--- config.mk ---
export PLATFORM = sky130hd
export DESIGN_NAME = bs_alu
export DESIGN_NICKNAME = d
export VERILOG_FILES = /design/src/rtl/bs_alu_pkg.sv /design/src/rtl/bs_alu_cell.sv /design/src/rtl/bs_alu_msb_cell.sv /design/src/rtl/bs_alu_chain.sv /design/src/rtl/bs_alu.sv
export SDC_FILE = /design/constraint.sdc
export NUM_CORES = 1
export LEC_CHECK = 0
export BUFFER_PORTS_ARGS = -buffer_cell sky130_fd_sc_hd__buf_2
export CAP_MARGIN = 10
export CORE_MARGIN = 5
export CORE_UTILIZATION = 52
export DETAILED_ROUTE_END_ITERATION = 8
export PLACE_DENSITY = 0.78
export SLEW_MARGIN = 20
export SYNTH_ARGS = -nofsm -noshare
export SYNTH_HDL_FRONTEND = slang
export SYNTH_SLANG_ARGS = --single-unit
--- constraint.sdc ---
create_clock -name clk -period 20.5 [get_ports clk]
set_input_delay 3.075 -clock clk [delete_from_list [all_inputs] [get_ports clk]]
set_output_delay 3.075 -clock clk [all_outputs]
set_load 0.005 [all_outputs]
--- src/rtl/bs_alu_pkg.sv ---
package bs_alu_pkg;

  typedef enum logic [2:0] {
    OP_AND = 3'b000,
    OP_OR  = 3'b001,
    OP_ADD = 3'b010,
    OP_SUB = 3'b110,
    OP_SLT = 3'b111
  } alu_op_e;

  // per-cell selector values, driven by the low two code bits
  localparam logic [1:0] PICK_AND  = 2'b00;
  localparam logic [1:0] PICK_OR   = 2'b01;
  localparam logic [1:0] PICK_SUM  = 2'b10;
  localparam logic [1:0] PICK_LESS = 2'b11;

  function automatic logic op_defined(input logic [2:0] code);
    return (code == OP_AND) || (code == OP_OR) || (code == OP_ADD) ||
           (code == OP_SUB) || (code == OP_SLT);
  endfunction

  function automatic logic op_arith(input logic [2:0] code);
    return (code == OP_ADD) || (code == OP_SUB);
  endfunction

endpackage

--- src/rtl/bs_alu_cell.sv ---
// One ordinary bit position of the ALU chain.
module bs_alu_cell
  import bs_alu_pkg::*;
(
  input  logic       a_bit,
  input  logic       b_bit,
  input  logic       carry_in,
  input  logic       less_in,
  input  logic       b_invert,
  input  logic [1:0] pick,
  output logic       res_bit,
  output logic       carry_out
);

  logic b_eff;
  logic sum_bit;

  assign b_eff     = b_bit ^ b_invert;
  assign sum_bit   = a_bit ^ b_eff ^ carry_in;
  assign carry_out = (a_bit & b_eff) | (a_bit & carry_in) | (b_eff & carry_in);

  always_comb begin
    unique case (pick)
      PICK_AND: res_bit = a_bit & b_eff;
      PICK_OR:  res_bit = a_bit | b_eff;
      PICK_SUM: res_bit = sum_bit;
      default:  res_bit = less_in;
    endcase
  end

endmodule

--- src/rtl/bs_alu_msb_cell.sv ---
// Top bit position: additionally exports the raw sum (sign) and overflow.
module bs_alu_msb_cell
  import bs_alu_pkg::*;
(
  input  logic       a_bit,
  input  logic       b_bit,
  input  logic       carry_in,
  input  logic       less_in,
  input  logic       b_invert,
  input  logic [1:0] pick,
  output logic       res_bit,
  output logic       sign_out,
  output logic       ovf_out
);

  logic b_eff;
  logic carry_out;

  assign b_eff     = b_bit ^ b_invert;
  assign sign_out  = a_bit ^ b_eff ^ carry_in;
  assign carry_out = (a_bit & b_eff) | (a_bit & carry_in) | (b_eff & carry_in);
  assign ovf_out   = carry_in ^ carry_out;

  always_comb begin
    unique case (pick)
      PICK_AND: res_bit = a_bit & b_eff;
      PICK_OR:  res_bit = a_bit | b_eff;
      PICK_SUM: res_bit = sign_out;
      default:  res_bit = less_in;
    endcase
  end

endmodule

--- src/rtl/bs_alu_chain.sv ---
// Combinational chain of WIDTH cells plus code gating and zero detect.
module bs_alu_chain
  import bs_alu_pkg::*;
#(
  parameter int WIDTH = 32
) (
  input  logic [WIDTH-1:0] a_in,
  input  logic [WIDTH-1:0] b_in,
  input  logic [2:0]       code,
  output logic [WIDTH-1:0] res_out,
  output logic             zero_out,
  output logic             ovf_out
);

  localparam int MSB = WIDTH - 1;

  logic             b_invert;
  logic [1:0]       pick;
  logic [WIDTH-1:0] raw_res;
  logic             sign_bit;
  logic             raw_ovf;

  assign b_invert = code[2];
  assign pick     = code[1:0];

  for (genvar i = 0; i < WIDTH; i++) begin : g_bit
    logic c_in;
    logic c_out;
    logic l_in;

    if (i == 0) begin : g_first
      assign c_in = b_invert;
      assign l_in = sign_bit;
    end else begin : g_rest
      assign c_in = g_bit[i-1].c_out;
      assign l_in = 1'b0;
    end

    if (i == MSB) begin : g_msb
      bs_alu_msb_cell u_cell (
        .a_bit    (a_in[i]),
        .b_bit    (b_in[i]),
        .carry_in (c_in),
        .less_in  (l_in),
        .b_invert (b_invert),
        .pick     (pick),
        .res_bit  (raw_res[i]),
        .sign_out (sign_bit),
        .ovf_out  (raw_ovf)
      );
      assign c_out = 1'b0;
    end else begin : g_mid
      bs_alu_cell u_cell (
        .a_bit     (a_in[i]),
        .b_bit     (b_in[i]),
        .carry_in  (c_in),
        .less_in   (l_in),
        .b_invert  (b_invert),
        .pick      (pick),
        .res_bit   (raw_res[i]),
        .carry_out (c_out)
      );
    end
  end

  assign res_out  = op_defined(code) ? raw_res : '0;
  assign ovf_out  = op_arith(code) & raw_ovf;
  assign zero_out = ~|res_out;

endmodule

--- src/rtl/bs_alu.sv ---
module bs_alu
  import bs_alu_pkg::*;
#(
  parameter int WIDTH = 32
) (
  input  logic             clk,
  input  logic             rst,
  input  logic [WIDTH-1:0] op_a,
  input  logic [WIDTH-1:0] op_b,
  input  logic [2:0]       op_sel,
  output logic [WIDTH-1:0] result,
  output logic             zero_flag,
  output logic             ovf_flag
);

  logic [WIDTH-1:0] nxt_res;
  logic             nxt_zero;
  logic             nxt_ovf;

  bs_alu_chain #(.WIDTH(WIDTH)) u_chain (
    .a_in     (op_a),
    .b_in     (op_b),
    .code     (op_sel),
    .res_out  (nxt_res),
    .zero_out (nxt_zero),
    .ovf_out  (nxt_ovf)
  );

  always_ff @(posedge clk) begin
    if (rst) begin
      result    <= '0;
      zero_flag <= 1'b1;
      ovf_flag  <= 1'b0;
    end else begin
      result    <= nxt_res;
      zero_flag <= nxt_zero;
      ovf_flag  <= nxt_ovf;
    end
  end

endmodule

==> impl_metrics.json <==
{
  "yosys.area_share.simple_pct": 18.9,
  "min_from": "rst",
  "wirelength_mm": 9.38,
  "critPathKind": "input pin to flip-flop",
  "place_congestion": 0.841,
  "place_area_um2": 4350,
  "die_h_um": 96.0,
  "yosys.area_share.xor_xnor_pct": 7.75,
  "wl_per_cell_um": 15.6,
  "p_clk_share_pct": 23.2,
  "intPower_w": 0.000139,
  "synth_area_um2": 3840,
  "hold_path_class": "input pin to flip-flop",
  "firstDrtPassIters": 5,
  "worst_ep_required_time_ns": 20.69,
  "synth_top_family_by_area": "adder cells",
  "grt_usage_pct": 21.5,
  "muxShareOfSynthArea_pct": 0.261,
  "irDropWorstVdd_uv": 22.6,
  "crit_path_max_incr_delay_ns": 0.56,
  "antenna_found_initial": 0,
  "worstMarginPinSlew_ns": 0.974,
  "cts_max_level": 2,
  "synthAdderAreaFrac_pct": 37.0,
  "drc": 0,
  "avgViaCountPerCell": 5.13,
  "start_kind": "input pin",
  "slew_headroom_pct": 35.1,
  "port_buffers": 102,
  "synth_edf_count": 0,
  "antennaDiodeCount": 0,
  "ys_ff_latch": 34,
  "cts_root_buffer": "clkbuf_8",
  "grt_pass1_vias": 3118,
  "drt_first_iter_violations": 163,
  "fin_area_um2": 4440,
  "cpMostUsedCell": "fa_1",
  "final_cells": 603,
  "power_frac_comb_pct": 43.3,
  "period_share_pct": 82.7,
  "synth.area.top_cells": "ha_1, dfxtp_1, fa_1, xor2_1, inv_1",
  "postSynth.asyncResetShare_pct": 0,
  "ys_warn_count": 0,
  "hold_depth": 2,
  "p_total_w": 0.000217,
  "cp_max_fo": 33,
  "layout-drive-gt1-share_pct": 27.2,
  "die_w_um": 96.0,
  "overflow": 0,
  "p_seq_share_pct": 33.4,
  "slew_violations": 0,
  "crit_start": "op_sel[2]",
  "synth_ff_type": "dfxtp_1",
  "cellPowerDensity_nw_per_um2": 48.9,
  "setup_ws_ns": 3.55,
  "num_vias": 3095,
  "pre_cts_slack_ns": 3.34,
  "grt_max_degree": 64,
  "rsz0062_at_grt": "false",
  "ctsHoldBuffers": 0,
  "cts_resized": 0,
  "fmax_ghz": 0.0590,
  "p_sw_share_pct": 36.1,
  "ys_types": 35,
  "syn-num-nets": 582,
  "synth_area_per_cell_um2": 9.19,
  "tritoncts": "done",
  "status": "finished, final reports clean",
  "cp_slowest_cell": "buf_2",
  "yosysTopAreaCellShare_pct": 20.8,
  "numCtsBuffers": 5,
  "end_kind": "flip-flop",
  "holdPathEnd": "result[17]",
  "cap_viol_max_count": 0,
  "dieArea_um2": 9210,
  "io_pins": 103,
  "rows": 31,
  "syn-instance-count": 418,
  "clk_pin_slew_ns": 0.07,
  "dp.cells": 595,
  "setup_violations": 0,
  "cts.sinks": 34,
  "finalSetupTns_ns": 0,
  "clockBufferDepth": 2,
  "synth_compound_area_share_pct": 8.27,
  "nNetsFinal": 667,
  "initial_core_util_pct": 53.3,
  "period_minus_slack_ns": 16.95,
  "seq_area_frac_synth_pct": 17.7,
  "dpl.hpwl_mm": 7.42,
  "area_growth_pct": 15.5,
  "grt_pass1_wl_mm": 15.2,
  "critPathArrivalTime_ns": 17.14,
  "yosys.area.top_type": "ha_1",
  "finalHoldViolations": 0,
  "p_sw_w": 0.0000784,
  "drtAntennaViolNets": 0,
  "p_leak_nw": 2.35,
  "cts_setup_buffers": 0,
  "core_um2": 7210
}
[placed cells by master (no fill, tap or decap)]
cell,count
or4_1,1
buf_2,102
xor2_1,33
nand2_1,10
nor2b_4,1
o22a_1,5
xnor2_1,1
a211oi_1,4
or3b_2,12
nor3_1,1
inv_1,67
nand4_1,6
nand3_1,1
a221o_1,1
ha_1,64
o221a_2,1
o211a_1,11
clkbuf_1,1
a21oi_1,10
dfxtp_1,34
o41ai_2,1
nand2b_1,2
nand3b_1,11
nor4b_1,8
a22oi_1,5
nor4_1,5
clkinv_2,1
or4b_2,12
o311ai_0,1
clkbuf_8,6
nor2_1,53
buf_4,1
fa_1,31
mux2i_1,1
[layout make-up]
| class | instances | area [µm²] |
|---|---|---|
| clock buffer | 7 | 86.3 |
| tap | 99 | 124 |
| inverter | 67 | 251 |
| timing repair buffer | 103 | 518 |
| sequential | 34 | 681 |
| fill | 648 | 2780 |
| clock inverter | 1 | 5.00 |
| multi-input combinational | 292 | 2770 |
[through the flow]
| step | hold slack, ns | utilization, % |
|---|---|---|
| 5_1_grt | 3.32 | 61.5 |
| 2_1_floorplan | 3.34 | - |
| 3_3_place_gp | 3.45 | 60.3 |
| 3_5_place_dp | 3.45 | 60.3 |
| 6_report | 3.30 | 61.5 |
| 4_1_cts | 3.28 | 61.5 |
[worst max path at each step]
stage | end | slack [ns] | cells past startpoint
6_report | zero_flag | 3.55 | 40
5_1_grt | zero_flag | 3.07 | 40
4_1_cts | zero_flag | 3.54 | 40
3_5_place_dp | zero_flag | 3.34 | 40
3_3_place_gp | zero_flag | 3.73 | 40
2_1_floorplan | zero_flag | 4.18 | 42
[synth_stat cells, types with 6 or more instances]
| master | n |
|---|---|
| buf_2 | 9 |
| nor2_1 | 53 |
| ha_1 | 64 |
| or4b_2 | 12 |
| clkbuf_1 | 7 |
| dfxtp_1 | 34 |
| o211a_1 | 11 |
| nand2_1 | 10 |
| a21oi_1 | 10 |
| or3b_2 | 12 |
| inv_1 | 67 |
| nand3b_1 | 11 |
| nand4_1 | 6 |
| xor2_1 | 33 |
| fa_1 | 31 |
| nor4b_1 | 8 |
[per-layer routing]
| metal | track usage, % | up-vias | share of wire (%) |
|---|---|---|---|
| met4 | 8.06 | 0 | 2.6 |
| met2 | 36.9 | 109 | 51 |
| met5 | 0 | - | 0 |
| met1 | 27.5 | 1469 | 39 |
| li1 | - | 1499 | - |
| met3 | 3.05 | 18 | 6.8 |
[state kept, by name, summed over array words and instances (netlist names)]
name and count:
ovf_flag 1, result 32, zero_flag 1
[logic make-up (layout without fill, tap and decap cells)]
logic type      count (synthesis)  in the layout
simple gates                  123            123
compound gates                 39             39
buf+inv                        92            178
xor+xnor                       34             34
mux                             1              1
fa+ha+maj                      95             95
flops                          34             34
[power groups by stage]
| stage | logic, W | clock network, W | registers [W] |
|---|---|---|---|
| 2_1_floorplan | 0.0000602 | 0 | 0.0000751 |
| 3_3_place_gp | 0.0000900 | 0 | 0.0000740 |
| 3_5_place_dp | 0.0000941 | 0 | 0.0000741 |
| 4_1_cts | 0.0000949 | 0.0000518 | 0.0000726 |
| 5_1_grt | 0.000107 | 0.0000555 | 0.0000731 |
| 6_report | 0.0000941 | 0.0000504 | 0.0000726 |
[critical path, delay by kind of cell]
family                   cells  cell delay, ns
AO/OA/AOI/OAI                2            0.55
XOR/XNOR                     1            0.18
buffers and inverters        4            0.83
AND/OR/NAND/NOR              2            0.62
adder cells (fa/ha/maj)     31           11.85
Note: power is estimated with default switching activity, not from simulation.
